--- config.mk ---
export PLATFORM = sky130hd
export DESIGN_NAME = rowhit_req_sched
export DESIGN_NICKNAME = d
export VERILOG_FILES = /design/src/rtl/rhs_pkg.sv /design/src/rtl/rhs_bank_queue.sv /design/src/rtl/rhs_pick.sv /design/src/rtl/rowhit_req_sched.sv
export SDC_FILE = /design/constraint.sdc
export NUM_CORES = 1
export LEC_CHECK = 0
export BUFFER_PORTS_ARGS = -buffer_cell sky130_fd_sc_hd__clkbuf_2
export CAP_MARGIN = 20
export CORE_ASPECT_RATIO = 1.5
export CORE_UTILIZATION = 45
export DETAILED_ROUTE_END_ITERATION = 6
export MAX_ROUTING_LAYER = met4
export PLACE_DENSITY_LB_ADDON = 0.12
export SLEW_MARGIN = 20
export SYNTH_ARGS = -nofsm -noshare
export SYNTH_HDL_FRONTEND = slang
export SYNTH_SLANG_ARGS = --single-unit
--- constraint.sdc ---
create_clock -name clk_i -period 6.05 [get_ports clk_i]
set_input_delay 0.605 -clock clk_i [delete_from_list [all_inputs] [get_ports clk_i]]
set_output_delay 0.605 -clock clk_i [all_outputs]
set_load 0.02 [all_outputs]
--- src/rtl/rhs_pkg.sv ---
package rhs_pkg;
  // Reason a bank's candidate was chosen
  typedef enum logic [1:0] {
    SRC_NONE = 2'd0,
    SRC_HEAD = 2'd1,
    SRC_HIT  = 2'd2
  } pick_src_e;
endpackage

--- src/rtl/rhs_bank_queue.sv ---
module rhs_bank_queue #(
  parameter int DEPTH = 4,
  parameter int ROW_W = 8,
  parameter int TAG_W = 4,
  parameter int CNT_W = $clog2(DEPTH + 1),
  parameter int IDX_W = $clog2(DEPTH)
) (
  input  logic                        clk_i,
  input  logic                        rst_ni,
  input  logic                        fifo_mode_i,
  input  logic                        enq_i,
  input  logic [ROW_W-1:0]            enq_row_i,
  input  logic                        enq_wr_i,
  input  logic [TAG_W-1:0]            enq_tag_i,
  input  logic                        rm_i,
  input  logic [TAG_W-1:0]            rm_tag_i,
  output logic [DEPTH-1:0][ROW_W-1:0] row_o,
  output logic [DEPTH-1:0]            wr_o,
  output logic [DEPTH-1:0][TAG_W-1:0] tag_o,
  output logic [CNT_W-1:0]            cnt_o
);
  logic [DEPTH-1:0][ROW_W-1:0] row_q, row_d;
  logic [DEPTH-1:0]            wr_q, wr_d;
  logic [DEPTH-1:0][TAG_W-1:0] tag_q, tag_d;
  logic [CNT_W-1:0]            cnt_q, cnt_d, cnt_mid;
  logic                        rm_hit, enq_ok;
  logic [IDX_W-1:0]            rm_idx;

  // Locate entry to drop: head in FIFO mode, else oldest tag match
  always_comb begin
    rm_hit = 1'b0;
    rm_idx = '0;
    if (rm_i && cnt_q != '0) begin
      if (fifo_mode_i) begin
        rm_hit = 1'b1;
      end else begin
        for (int i = DEPTH - 1; i >= 0; i--) begin
          if (i < int'(cnt_q) && tag_q[i] == rm_tag_i) begin
            rm_hit = 1'b1;
            rm_idx = IDX_W'(i);
          end
        end
      end
    end
  end

  assign cnt_mid = cnt_q - CNT_W'(rm_hit);
  assign enq_ok  = enq_i && (cnt_mid < CNT_W'(DEPTH));
  assign cnt_d   = cnt_mid + CNT_W'(enq_ok);

  // Removal closes the gap first, then the append lands at the new tail
  always_comb begin
    row_d = row_q;
    wr_d  = wr_q;
    tag_d = tag_q;
    if (rm_hit) begin
      for (int i = 0; i < DEPTH - 1; i++) begin
        if (i >= int'(rm_idx)) begin
          row_d[i] = row_q[i+1];
          wr_d[i]  = wr_q[i+1];
          tag_d[i] = tag_q[i+1];
        end
      end
      row_d[DEPTH-1] = '0;
      wr_d[DEPTH-1]  = 1'b0;
      tag_d[DEPTH-1] = '0;
    end
    if (enq_ok) begin
      row_d[cnt_mid[IDX_W-1:0]] = enq_row_i;
      wr_d[cnt_mid[IDX_W-1:0]]  = enq_wr_i;
      tag_d[cnt_mid[IDX_W-1:0]] = enq_tag_i;
    end
  end

  always_ff @(posedge clk_i or negedge rst_ni) begin
    if (!rst_ni) begin
      row_q <= '0;
      wr_q  <= '0;
      tag_q <= '0;
      cnt_q <= '0;
    end else begin
      row_q <= row_d;
      wr_q  <= wr_d;
      tag_q <= tag_d;
      cnt_q <= cnt_d;
    end
  end

  assign row_o = row_q;
  assign wr_o  = wr_q;
  assign tag_o = tag_q;
  assign cnt_o = cnt_q;

  AST_NO_OVERFLOW: assert property (@(posedge clk_i) disable iff (!rst_ni)
    cnt_q <= CNT_W'(DEPTH));
  AST_ENQ_AT_TAIL: assert property (@(posedge clk_i) disable iff (!rst_ni)
    enq_ok && !rm_hit |=> row_q[$past(cnt_q[IDX_W-1:0])] == $past(enq_row_i));
  AST_RM_SHRINKS: assert property (@(posedge clk_i) disable iff (!rst_ni)
    rm_hit && !enq_ok |=> cnt_q == $past(cnt_q) - CNT_W'(1));
  AST_ENQ_RM_BOTH: assert property (@(posedge clk_i) disable iff (!rst_ni)
    rm_hit && enq_ok |=> $stable(cnt_q));
endmodule

--- src/rtl/rhs_pick.sv ---
module rhs_pick
  import rhs_pkg::*;
#(
  parameter int DEPTH = 4,
  parameter int ROW_W = 8,
  parameter int CNT_W = $clog2(DEPTH + 1),
  parameter int IDX_W = $clog2(DEPTH)
) (
  input  logic [DEPTH-1:0][ROW_W-1:0] row_i,
  input  logic [CNT_W-1:0]            cnt_i,
  input  logic                        fifo_mode_i,
  input  logic                        open_i,
  input  logic [ROW_W-1:0]            open_row_i,
  input  logic [ROW_W-1:0]            qry_row_i,
  output logic                        sel_vld_o,
  output logic [IDX_W-1:0]            sel_idx_o,
  output logic                        more_o,
  output logic                        hit2_o
);
  pick_src_e        src;
  logic             hit_found;
  logic [IDX_W-1:0] hit_idx;
  logic [CNT_W-1:0] n_match;

  always_comb begin
    hit_found = 1'b0;
    hit_idx   = '0;
    for (int i = DEPTH - 1; i >= 0; i--) begin
      if (i < int'(cnt_i) && row_i[i] == open_row_i) begin
        hit_found = 1'b1;
        hit_idx   = IDX_W'(i);
      end
    end
  end

  always_comb begin
    if (cnt_i == '0)                                src = SRC_NONE;
    else if (!fifo_mode_i && open_i && hit_found)   src = SRC_HIT;
    else                                            src = SRC_HEAD;
  end

  assign sel_vld_o = (src != SRC_NONE);
  assign sel_idx_o = (src == SRC_HIT) ? hit_idx : '0;
  assign more_o    = (cnt_i >= CNT_W'(2));

  always_comb begin
    n_match = '0;
    for (int i = 0; i < DEPTH; i++) begin
      if (i < int'(cnt_i) && row_i[i] == qry_row_i) n_match = n_match + CNT_W'(1);
    end
  end

  assign hit2_o = fifo_mode_i ? (more_o && row_i[1] == qry_row_i)
                              : (n_match >= CNT_W'(2));
endmodule

--- src/rtl/rowhit_req_sched.sv ---
module rowhit_req_sched #(
  parameter int NUM_BANKS = 4,
  parameter int DEPTH     = 4,
  parameter int ROW_W     = 8,
  parameter int TAG_W     = 4,
  parameter int BANK_W    = $clog2(NUM_BANKS)
) (
  input  logic                         clk_i,
  input  logic                         rst_ni,
  input  logic                         fifo_mode_i,
  input  logic                         space_ok_i,
  input  logic                         enq_valid_i,
  input  logic [BANK_W-1:0]            enq_bank_i,
  input  logic [ROW_W-1:0]             enq_row_i,
  input  logic                         enq_wr_i,
  input  logic [TAG_W-1:0]             enq_tag_i,
  input  logic                         rm_valid_i,
  input  logic [BANK_W-1:0]            rm_bank_i,
  input  logic [TAG_W-1:0]             rm_tag_i,
  input  logic [NUM_BANKS-1:0]         bank_open_i,
  input  logic [NUM_BANKS*ROW_W-1:0]   open_row_i,
  input  logic [BANK_W-1:0]            hint_bank_i,
  input  logic [ROW_W-1:0]             hint_row_i,
  output logic [NUM_BANKS-1:0]         gnt_valid_o,
  output logic [NUM_BANKS*ROW_W-1:0]   gnt_row_o,
  output logic [NUM_BANKS-1:0]         gnt_wr_o,
  output logic [NUM_BANKS*TAG_W-1:0]   gnt_tag_o,
  output logic [NUM_BANKS-1:0]         more_req_o,
  output logic                         more_hit_o
);
  localparam int CNT_W = $clog2(DEPTH + 1);
  localparam int IDX_W = $clog2(DEPTH);

  logic [DEPTH-1:0][ROW_W-1:0] q_row [NUM_BANKS];
  logic [DEPTH-1:0]            q_wr  [NUM_BANKS];
  logic [DEPTH-1:0][TAG_W-1:0] q_tag [NUM_BANKS];
  logic [CNT_W-1:0]            q_cnt [NUM_BANKS];
  logic [IDX_W-1:0]            sel_idx [NUM_BANKS];
  logic [NUM_BANKS-1:0]        sel_vld, hit2;

  for (genvar b = 0; b < NUM_BANKS; b++) begin : g_bank
    logic enq_b, rm_b;
    assign enq_b = enq_valid_i && space_ok_i && (enq_bank_i == BANK_W'(b));
    assign rm_b  = rm_valid_i && (rm_bank_i == BANK_W'(b));

    rhs_bank_queue #(.DEPTH(DEPTH), .ROW_W(ROW_W), .TAG_W(TAG_W)) u_queue (
      .clk_i       (clk_i),
      .rst_ni      (rst_ni),
      .fifo_mode_i (fifo_mode_i),
      .enq_i       (enq_b),
      .enq_row_i   (enq_row_i),
      .enq_wr_i    (enq_wr_i),
      .enq_tag_i   (enq_tag_i),
      .rm_i        (rm_b),
      .rm_tag_i    (rm_tag_i),
      .row_o       (q_row[b]),
      .wr_o        (q_wr[b]),
      .tag_o       (q_tag[b]),
      .cnt_o       (q_cnt[b])
    );

    rhs_pick #(.DEPTH(DEPTH), .ROW_W(ROW_W)) u_pick (
      .row_i       (q_row[b]),
      .cnt_i       (q_cnt[b]),
      .fifo_mode_i (fifo_mode_i),
      .open_i      (bank_open_i[b]),
      .open_row_i  (open_row_i[b*ROW_W +: ROW_W]),
      .qry_row_i   (hint_row_i),
      .sel_vld_o   (sel_vld[b]),
      .sel_idx_o   (sel_idx[b]),
      .more_o      (more_req_o[b]),
      .hit2_o      (hit2[b])
    );

    always_ff @(posedge clk_i or negedge rst_ni) begin
      if (!rst_ni) begin
        gnt_valid_o[b]                 <= 1'b0;
        gnt_row_o[b*ROW_W +: ROW_W]    <= '0;
        gnt_wr_o[b]                    <= 1'b0;
        gnt_tag_o[b*TAG_W +: TAG_W]    <= '0;
      end else begin
        gnt_valid_o[b]                 <= sel_vld[b];
        gnt_row_o[b*ROW_W +: ROW_W]    <= q_row[b][sel_idx[b]];
        gnt_wr_o[b]                    <= q_wr[b][sel_idx[b]];
        gnt_tag_o[b*TAG_W +: TAG_W]    <= q_tag[b][sel_idx[b]];
      end
    end

    AST_FIFO_HEAD: assert property (@(posedge clk_i) disable iff (!rst_ni)
      fifo_mode_i && sel_vld[b] |-> sel_idx[b] == '0);
    AST_HIT_ROW: assert property (@(posedge clk_i) disable iff (!rst_ni)
      !fifo_mode_i && bank_open_i[b] && sel_vld[b] && sel_idx[b] != '0
      |-> q_row[b][sel_idx[b]] == open_row_i[b*ROW_W +: ROW_W]);
    AST_EMPTY_NOGNT: assert property (@(posedge clk_i) disable iff (!rst_ni)
      q_cnt[b] == '0 |=> !gnt_valid_o[b]);
  end

  assign more_hit_o = hit2[hint_bank_i];
endmodule

# Yosys cells after proc, flatten, opt, wreduce, memory -nomap -nowiden
# Cells that the tools add are included.
# totals
ff_bits	276
latch_bits	0
ramBits	0
rom_bits	0
input_bits	73
output_inout_bits	61
mem_count	0
# op_classes
addsub	20
mul	0
n_div	0
order_cmp	53
eq_ne	58
shift	0
muxes	234
n_bitwise	0
n_reduce_logical	96
# ops
op	n
$eq A8 B8 Y1	32
$mux W32	8
$mux W8	20
$bwmux W32	4
$mux W16	8
$mux W4	28
$mux W2	52
$logic_and A1 B1 Y1	81
$mux W1	69
$bmux W8 S2	4
$bwmux W16	4
$demux W8 S2	4
$eq A4 B4 Y1	16
$mux W3	12
$bmux W4 S2	4
$demux W4 S2	4
$lt A2 B3 Y1 const B	9
$add A3 B1 Y3 const B	8
$ge A3 B2 Y1 const B	8
$lt A1 B3 Y1 const A	8
$lt A2 B3 Y1 const A	8
$bwmux W4	4
$eq A2 B2 Y1 const B	8
$ge A1 B2 Y1 const A	8
14 further kinds	50

# Depth between registers and ports, before layout
# Gate-level depths: netlist of the first run.
# depth
word_depth	15
mapped_depth	18
ltp_nobuf	13

# By module
# Synthesis of the first run repeated with hierarchy kept, for this count alone.
# unflattened
hier_cells	1651
hier_area_um2	17551.8
# by_module_without_submodules
module	instances	cells_per_inst	area_per_inst_um2
rhs_bank_queue at g_bank[2].u_queue ...	2	262	2864.0
rhs_bank_queue at g_bank[0].u_queue ...	2	267	2717.6
rhs_pick	4	117	903.4
rowhit_req_sched	1	125	2775.2

# Least setup slack after synthesis of the first run
# No wires, ideal clock.
# synth_timing
path_type	input -> output
startpoint	input port hint_row_i[6]
endpoint	output port more_hit_o
t_arrival_ps	3457
slack_ps	1988
path_stages	15
path_cell_list	buf_2 > buf_2 > xor2_1 > nor4_1 > and4_1 > inv_1 > ha_1 > nor4_1 > o21bai_1 > ha_1 > or4_1 > nor4_1 > mux2i_1 > o211ai_1 > a32oi_1
# synth_between
elab_chain_cells	13
# synth_rtl
element	line_no	rtl
start: declaration	rowhit_req_sched.sv:23	input logic [ROW_W-1:0] hint_row_i,
$eq A8 B8 Y1	rhs_pick.sv:49	if (i < int'(cnt_i) && row_i[i] == qry_row_i) n_match = n_match + CNT_W'(1);
$logic_and A1 B1 Y1	rhs_pick.sv:49	
$mux W1	rhs_pick.sv:49	
$add A1 B1 Y2	rhs_pick.sv:49	
$mux W3	rhs_pick.sv:49	
$add A3 B1 Y3	rhs_pick.sv:49	
$mux W3	rhs_pick.sv:49	
$add A3 B1 Y3	rhs_pick.sv:49	
$mux W3	rhs_pick.sv:49	
$ge A3 B2 Y1	rhs_pick.sv:54	: (n_match >= CNT_W'(2));
$mux W1	rhs_pick.sv:53	assign hit2_o = fifo_mode_i ? (more_o && row_i[1] == qry_row_i)
$bmux W1 S2 (*)	rowhit_req_sched.sv:98	assign more_hit_o = hit2[hint_bank_i];
$mux W1 (implied by the code) (*)	rowhit_req_sched.sv:98	
end: declaration	rowhit_req_sched.sv:29	output logic more_hit_o
# Mark *: on every way between the ends. The rest lies on a longest branch, timed or not. The select of a mux whose other input is x is not followed.

# Worst setup path in the final report of the first run
# layout_timing
startpoint	register g_bank[3].u_queue.cnt_q[2]
endpoint	output port more_hit_o
# layout_between
elab_chain_cells	13
# layout_rtl
element	line_no	rtl
start: declaration	rhs_bank_queue.sv:25	logic [CNT_W-1:0] cnt_q, cnt_d, cnt_mid;
start signal: assignment	rhs_bank_queue.sv:85	cnt_q <= cnt_d;
$lt A1 B3 Y1	rhs_pick.sv:49	
$logic_and A1 B1 Y1	rhs_pick.sv:49	
$mux W1	rhs_pick.sv:49	
$add A1 B1 Y2	rhs_pick.sv:49	
$mux W3	rhs_pick.sv:49	
$add A3 B1 Y3	rhs_pick.sv:49	
$mux W3	rhs_pick.sv:49	
$add A3 B1 Y3	rhs_pick.sv:49	
$mux W3	rhs_pick.sv:49	
$ge A3 B2 Y1	rhs_pick.sv:54	
$mux W1 (*)	rhs_pick.sv:53	
$bmux W1 S2 (*)	rowhit_req_sched.sv:98	
$mux W1 (implied by the code) (*)	rowhit_req_sched.sv:98	
# Marked as above.

==> results of run 1 <==
-- per-layer routing --
| layer | vias to the layer above | track usage (%) | part of all wire, % |
|---|---|---|---|
| met5 | - | - | 0 |
| met4 | 0 | 13.5 | 4.7 |
| met3 | 124 | 2.66 | 4.6 |
| met2 | 391 | 48.4 | 48 |
| met1 | 6873 | 35.5 | 42 |
| li1 | 6473 | - | - |
-- synth_stat cells (39+ instances only) --
cell                       count
sky130_fd_sc_hd__mux2i_1     313
sky130_fd_sc_hd__dfrtp_1     276
sky130_fd_sc_hd__nand2_1     181
sky130_fd_sc_hd__xnor2_1     176
sky130_fd_sc_hd__xor2_1      158
sky130_fd_sc_hd__nor2_1       91
sky130_fd_sc_hd__a21oi_1      85
sky130_fd_sc_hd__o21ai_1      65
sky130_fd_sc_hd__o21ai_0      54
sky130_fd_sc_hd__clkbuf_1     44
sky130_fd_sc_hd__buf_2        43
sky130_fd_sc_hd__nor4_1       39
-- power by group --
part           switching, mW  leakage (nW)  internal [mW]  total, mW
registers               1.13          3.61           2.62       3.75
clock network          0.829         0.537           1.22       2.05
logic                   1.66          5.18           1.37       3.03
-- layout by cell type (no fill, tap or decap), types with 8 or more instances in the layout --
| cell type | n |
|---|---|
| sky130_fd_sc_hd__dfrtp_1 | 276 |
| sky130_fd_sc_hd__xor2_1 | 158 |
| sky130_fd_sc_hd__clkinv_2 | 10 |
| sky130_fd_sc_hd__o21ai_1 | 65 |
| sky130_fd_sc_hd__nand3_1 | 37 |
| sky130_fd_sc_hd__clkbuf_16 | 31 |
| sky130_fd_sc_hd__or3_1 | 9 |
| sky130_fd_sc_hd__nor4_1 | 37 |
| sky130_fd_sc_hd__buf_4 | 30 |
| sky130_fd_sc_hd__clkbuf_2 | 132 |
| sky130_fd_sc_hd__a22o_1 | 13 |
| sky130_fd_sc_hd__a21oi_1 | 85 |
| sky130_fd_sc_hd__inv_1 | 33 |
| sky130_fd_sc_hd__a21oi_2 | 8 |
| sky130_fd_sc_hd__o21ai_0 | 54 |
| sky130_fd_sc_hd__nor3_1 | 19 |
| sky130_fd_sc_hd__xnor2_1 | 176 |
| sky130_fd_sc_hd__and3_1 | 12 |
| sky130_fd_sc_hd__nand4_1 | 31 |
| sky130_fd_sc_hd__mux2i_1 | 313 |
| sky130_fd_sc_hd__nor3_2 | 9 |
| sky130_fd_sc_hd__nor2_1 | 91 |
| sky130_fd_sc_hd__ha_1 | 28 |
| sky130_fd_sc_hd__nand2_1 | 181 |
-- final cells by class --
type,count,area [um^2]
repair buffers,165,931
fillers,3720,19600
well taps,500,626
clock inverters,21,270
clock buffers,35,821
inverters,33,124
multi-input cells,1390,10200
diodes,1,2.50
flip-flops and latches,276,6910
-- stage by stage --
step	hold WS [ps]	util (%)	instances	setup WS, ps	area [um^2]
floorplan	309	-	1846	1990	18100
global placement	547	47.6	2363	1330	18800
detailed placement	546	47.6	2363	1180	18800
CTS	562	50.4	2420	989	19900
global route	589	50.4	2421	836	19900
finish	567	50.4	2421	1080	19900
-- cells by family (layout without fill, tap and decap cells) --
logic type / count (synthesis) / after routing
AND/OR/NAND/NOR: 453 / 453
buffers and inverters: 180 / 254
multiplexers: 313 / 313
other: 0 / 1
flip-flops: 276 / 276
adder cells (fa/ha/maj): 28 / 28
AO/OA/AOI/OAI: 262 / 262
XOR/XNOR: 334 / 334
-- registers in the layout (all words and copies together) (netlist names) --
register	flops
g_bank.u_queue.row_o	128
gnt_tag_o	16
g_bank.u_queue.wr_o	16
gnt_wr_o	4
g_bank.u_queue.tag_o	64
gnt_row_o	32
gnt_valid_o	4
g_bank.u_queue.cnt_o	12
-- timing repair --
action                                  CTS  global route
hold buffers                              1             0
endpoints found under the setup margin    0             0
hold endpoints to repair                 59             0
-- critical path, cell delays in order (launching register included) --
cell	delay, ps
sky130_fd_sc_hd__dfrtp_1	490
sky130_fd_sc_hd__nor2_1	330
sky130_fd_sc_hd__nand2_1	330
sky130_fd_sc_hd__and3_1	250
sky130_fd_sc_hd__and4_1	220
sky130_fd_sc_hd__ha_1	340
sky130_fd_sc_hd__xnor2_1	190
sky130_fd_sc_hd__ha_1	240
sky130_fd_sc_hd__or2_2	260
sky130_fd_sc_hd__o311ai_0	650
sky130_fd_sc_hd__a32oi_1	270
sky130_fd_sc_hd__clkbuf_2	210
-- worst min path at each step --
| stage | from | endpoint | slack (ps) | cells after the start |
|---|---|---|---|---|
| final | g_bank[1].u_queue.wr_o[3] | g_bank[1].u_queue.wr_o[3] | 570 | 2 |
| after global routing | enq_row_i[5] | g_bank[2].u_queue.row_o[21] | 590 | 3 |
| after CTS | enq_row_i[5] | g_bank[2].u_queue.row_o[13] | 560 | 3 |
| after detailed placement | g_bank[3].u_queue.wr_o[3] | g_bank[3].u_queue.wr_o[3] | 550 | 1 |
| after global placement | g_bank[3].u_queue.wr_o[3] | g_bank[3].u_queue.wr_o[3] | 550 | 1 |
| after floorplan | rst_ni | g_bank[0].u_queue.cnt_o[0] | 310 | 0 |
==> implementation parameters, run 1 <==
Parameter                              Value

CTS
  Number of gates resized after CTS ... 0
  Clock insertion delay at the later pin of the skew report ... 590 ps
  Count of H-tree levels built during CTS ... 1
  Clock transition time at the flip-flop clock pins of the worst setup and hold paths ... 60 ps
  Root buf cell ... sky130_fd_sc_hd__clkbuf_16
  Total number of clock tree sinks ... 276
  Postcts setup bufs ... 0
  Number of CTS-inserted buffers ... 30
  Bufs on Longest Clock Path ... 3
  TritonCTS clock tree ... built

Critical path
  Capture instance of the worst register-to-register path ... g_bank[2].u_queue.tag_o[3]
  Critical path endpoint ... more_hit_o
  R2r worst-path depth ... 12
  Required time at the worst-slack endpoint ... 5440 ps
  Critical path data arrival time ... 4370 ps
  Startpoint types ... flip-flop
  R2R setup slack ... 1680 ps
  Launch point of the critical path ... g_bank[3].u_queue.cnt_o[2]
  Critical path peak fanout ... 6
  Crit Reg-Reg Startpoint ... g_bank[2].u_queue.cnt_o[2]
  Type of the setup path with the least slack ... flip-flop to output pin
  Element type at the critical path end ... output pin

STA
  Time the final worst path needs with I/O delays and setup ... 4970 ps
  Final setup violation count ... 0
  Maximum clock rate ... 0.201 GHz
  Total negative slack for setup checks ... 0 ps
  Worst Tran Pin Value ... 1030 ps
  Final Max Slew Viols ... 0
  Fin Clk Skew ... 13.8 ps
  Unrepaired setup endpoints after global routing ... false
  Final hold vios ... 0
  Part of the cycle the worst path needs ... 82.2%
  Worst max-slew margin expressed relative to the limit ... 31.4%

Synthesis
  Parity-gate share of the synthesized area counting xor and xnor cells ... 16.2%
  Synthesized area divided by synthesized cell count ... 9.79 um^2
  Synth Area in Compound Gates ... 8.66%
  Arithmetic-cell share of the synthesized area counting full adders, half adders and majority gates ... 1.94%
  Biggest area consumer among synthesized cells ... sky130_fd_sc_hd__dfrtp_1
  Post-Synth Simple-Gate Area ... 12.0%
  Distinct cell type count after synthesis ... 57
  Post-Synthesis Cell Area ... 18100 um^2
  Flop and latch count out of synthesis ... 276
  Leading post-synthesis cells by cell area ... sky130_fd_sc_hd__dfrtp_1, sky130_fd_sc_hd__mux2i_1, sky130_fd_sc_hd__xnor2_1
  Async set-or-reset flop fraction in the synthesized netlist ... 100%
  Total nets after synthesis ... 1947
  Syn. warnings ... 0
  Most frequently used flop master after synthesis ... sky130_fd_sc_hd__dfrtp_1
  Dominant combinational cell family by area after synthesis ... multiplexers
  Cell count after synthesis ... 1846
  Fraction of synthesized area in multiplexers ... 17.3%
  Seq/Total Area, Yosys ... 38.2%
  Number of enable-type register cells in the synthesized netlist ... 0
  Fraction of post-synthesis cell area in the top cell type by area ... 38.2%

Cells and area
  Share of post-route cells with drive strength above 1 ... 13.4%
  Area delta synth->final ... 9.86%
  Net count reported at finish ... 1997

Floorplanning
  Total I/O pin count ... 134
  Number of rows in the core area ... 89
  Starting Density ... 45.9%
  Floorplan die width ... 166 um
  Die H ... 247 um
  Die ar. ... 41000 um^2
  Core Box Area ... 39400 um^2

Power and ir drop
  Power density over the cells ... 444 nW/um^2
  Leakage power figure ... 9.32 nW
  Total power draw ... 8.83 mW
  Worst voltage drop across the vdd grid ... 0.000193 V

GRT
  Number of global-route vias before repair ... 14300
  Largest net degree at the start of global routing ... 143
  Overall routing resource usage ... 28.9%
  Antenna violations before repair ... 1
  First-pass GRT wire length ... 87800 um
  Final global-route overflow total ... 0

Outcome
  Violations in the final reports ... DRC
  Run status ... complete, but fails checks

Routing
  Routed Wire Length ... 57300 um
  Drc violations ... 18
  Routed vias/inst ... 5.73
  Detailed-router iteration count before antenna repair ... 7
  WL/cell ... 23.7 um
  Number of vias in the routed layout ... 13900
  Iteration-0 DRC Markers ... 937
  Count of antenna-violating nets left after detailed routing ... 0

Placement
  Half-perimeter wire length of the detailed placement result ... 39700 um
  Routability cong. ... 0.916
  Number of buffers added on ports ... 133

Flow run
  Max-Cap Viols ... 0

Min path
  Hold Crit Class ... flip-flop to flip-flop
Power figures use the tool's default switching activity.
==> inputs of run 2 (changes only) <==
==> constraint.sdc (replaced) <==
create_clock -name clk_i -period 5.1 [get_ports clk_i]
set_input_delay 0.51 -clock clk_i [delete_from_list [all_inputs] [get_ports clk_i]]
set_output_delay 0.51 -clock clk_i [all_outputs]
set_load 0.02 [all_outputs]
==> implementation parameters, run 2 (synthesized netlist as in run 1, its figures left out) <==
Parameter                              Value

Outcome
  Run status ... complete, but fails checks (unchanged)
  Violations in the final reports ... DRC, hold timing (was DRC)

Cells and area
  Net count reported at finish ... 2005 (was 1997)
  Total inserted antenna cells ... 0 (was 1)
  Flip-flop count of the largest register after layout ... 128 (unchanged)
  Area delta synth->final ... 9.49% (was 9.86%)
  Share of post-route cells with drive strength above 1 ... 13.5% (was 13.4%)
  Leading cell types in the layout, fill and taps excluded ... sky130_fd_sc_hd__mux2i_1, sky130_fd_sc_hd__dfrtp_1, sky130_fd_sc_hd__nand2_1, sky130_fd_sc_hd__xnor2_1, sky130_fd_sc_hd__xor2_1 (unchanged)
  Most common cell after layout, fill and taps aside ... sky130_fd_sc_hd__mux2i_1 (unchanged)

Routing
  Iteration-0 DRC Markers ... 907 (was 937)
  WL/cell ... 23.8 um (was 23.7 um)
  Detailed-router iteration count before antenna repair ... 7 (unchanged)
  Routed vias/inst ... 5.71 (was 5.73)
  Routed Wire Length ... 57800 um (was 57300 um)
  Count of antenna-violating nets left after detailed routing ... 0 (unchanged)
  Number of vias in the routed layout ... 13900 (about the same)
  Drc violations ... 18 (unchanged)

Critical path
  R2r worst-path depth ... 14 (was 12)
  Required time at the worst-slack endpoint ... 4590 ps (was 5440 ps)
  Critical path data arrival time ... 4080 ps (was 4370 ps)
  Startpoint types ... flip-flop (unchanged)
  Critical path peak fanout ... 5 (was 6)
  Element type at the critical path end ... output pin (unchanged)
  Type of the setup path with the least slack ... flip-flop to output pin (unchanged)

STA
  Final Max Slew Viols ... 0 (unchanged)
  Final setup violation count ... 0 (unchanged)
  Fin Clk Skew ... 25.7 ps (was 13.8 ps)
  Unrepaired setup endpoints after global routing ... false (unchanged)
  Final Hold Slack ... -2.11 ps (was 567 ps)
  Time the final worst path needs with I/O delays and setup ... 4590 ps
  Worst Tran Pin Value ... 1020 ps (was 1030 ps)
  Maximum clock rate ... 0.218 GHz
  Worst max-slew margin expressed relative to the limit ... 31.8% (was 31.4%)
  Final hold vios ... 2 (was 0)
  Part of the cycle the worst path needs ... 89.9%
  Final critical-path setup slack ... 514 ps (was 1080 ps)
  Total negative slack for setup checks ... 0 ps (unchanged)

GRT
  Overall routing resource usage ... 29.2% (was 28.9%)
  First-pass GRT wire length ... 87900 um (was 87800 um)
  Number of global-route vias before repair ... 13900 (was 14300)
  Final global-route overflow total ... 0 (unchanged)
  Largest net degree at the start of global routing ... 114 (was 143)
  Antenna violations before repair ... 0 (was 1)

CTS
  Postcts setup bufs ... 0 (unchanged)
  Root buf cell ... sky130_fd_sc_hd__clkbuf_16 (unchanged)
  TritonCTS clock tree ... built (unchanged)
  Clock insertion delay at the later pin of the skew report ... 580 ps (was 590 ps)
  Count of H-tree levels built during CTS ... 1 (unchanged)
  Bufs on Longest Clock Path ... 3 (unchanged)
  Total number of clock tree sinks ... 276 (unchanged)
  Clock transition time at the flip-flop clock pins of the worst setup and hold paths ... 60 ps (about the same)
  Number of buffers added to fix hold violations after cts ... 0 (was 1)
  Number of gates resized after CTS ... 0 (unchanged)
  Number of CTS-inserted buffers ... 29 (was 30)

Floorplanning
  Die H ... 247 um (unchanged)
  Total I/O pin count ... 134 (unchanged)
  Floorplan die width ... 166 um (unchanged)
  Core Box Area ... 39400 um^2 (unchanged)
  Number of rows in the core area ... 89 (unchanged)
  Die ar. ... 41000 um^2 (unchanged)
  Starting Density ... 45.9% (unchanged)

Power and ir drop
  Leakage power figure ... 9.30 nW (was 9.32 nW)
  Power density over the cells ... 516 nW/um^2 (was 444 nW/um^2)
  Worst voltage drop across the vdd grid ... 0.000246 V (was 0.000193 V)

Placement
  Half-perimeter wire length of the detailed placement result ... 40300 um (was 39700 um)
  Number of buffers added on ports ... 133 (unchanged)
  Routability cong. ... 0.953 (was 0.916)
  Post-Place Setup Slack ... 644 ps (was 1180 ps)

Min path
  Hold Crit Class ... input port to async pin (was flip-flop to flip-flop)

Flow run
  Max-Cap Viols ... 0 (unchanged)
## run 2: cell types whose count changed in the layout (fill, tap and decap cells not counted), moves of 2 or more
cell,before,now
sky130_fd_sc_hd__clkinv_2,10,5
sky130_fd_sc_hd__clkbuf_8,3,10
sky130_fd_sc_hd__clkbuf_1,1,3
sky130_fd_sc_hd__clkinv_4,2,0
sky130_fd_sc_hd__clkbuf_16,31,29
sky130_fd_sc_hd__bufinv_16,6,1
sky130_fd_sc_hd__buf_4,30,40
## run 2: worst max-delay path, stage by stage (launching register included)
cell and delay [ps]:
sky130_fd_sc_hd__dfrtp_1 460, sky130_fd_sc_hd__xor2_1 190, sky130_fd_sc_hd__nor4_1 440, sky130_fd_sc_hd__nand3_1 170, sky130_fd_sc_hd__ha_1 210, sky130_fd_sc_hd__nor4_1 340, sky130_fd_sc_hd__o21bai_1 170, sky130_fd_sc_hd__ha_1 250
sky130_fd_sc_hd__or4_1 480, sky130_fd_sc_hd__nor4_1 210, sky130_fd_sc_hd__mux2i_1 110, sky130_fd_sc_hd__o211ai_1 90, sky130_fd_sc_hd__a32oi_1 140, sky130_fd_sc_hd__clkbuf_2 220
## run 2: worst paths after layout
kind / start / to / slack, ps
max: g_bank[0].u_queue.row_o[12] / more_hit_o / 510
min: rst_ni / gnt_tag_o[13] / -2
max reg2reg: g_bank[2].u_queue.cnt_o[2] / g_bank[2].u_queue.tag_o[6] / 1110
min reg2reg: g_bank[0].u_queue.wr_o[3] / g_bank[0].u_queue.wr_o[3] / 550
max in group asynchronous: rst_ni / g_bank[1].u_queue.tag_o[12] / 3750
min in group clk_i: enq_row_i[5] / g_bank[0].u_queue.row_o[29] / 500
## run 2: power by group
part / internal (mW) / switching [mW]
Clock: 1.23 / 0.924
Combinational: 1.63 / 1.96
Sequential: 3.10 / 1.36
## run 2: cell type report
type / instances / area (um^2)
Fill cell: 3688 / 19600
Sequential cell: 276 / 6910
Multi-Input combinational cell: 1390 / 10200
Clock inverter: 10 / 85.1
Tap cell: 500 / 626
Inverter: 33 / 124
Clock buffer: 42 / 875
Timing Repair Buffer: 174 / 996
## run 2: per-layer routing
layer  up-vias  part of all wire (%)  track usage [%]
met3       117                   4.7             2.65
met1      6823                    42             36.0
met4         0                   4.0             12.5
met5         -                     0                -
li1       6470                     -                -
met2       442                    49             49.4
## run 2: metrics by stage
stage	total power [mW]	util, %	cell area, um^2	std cells
final	10.2	50.2	19800	2425
after global routing	10.8	50.2	19800	2425
after CTS	10.3	50.2	19800	2425
after detailed placement	8.07	47.8	18800	2373
after global placement	8.00	47.8	18800	2373
after floorplan	6.71	-	18100	1846
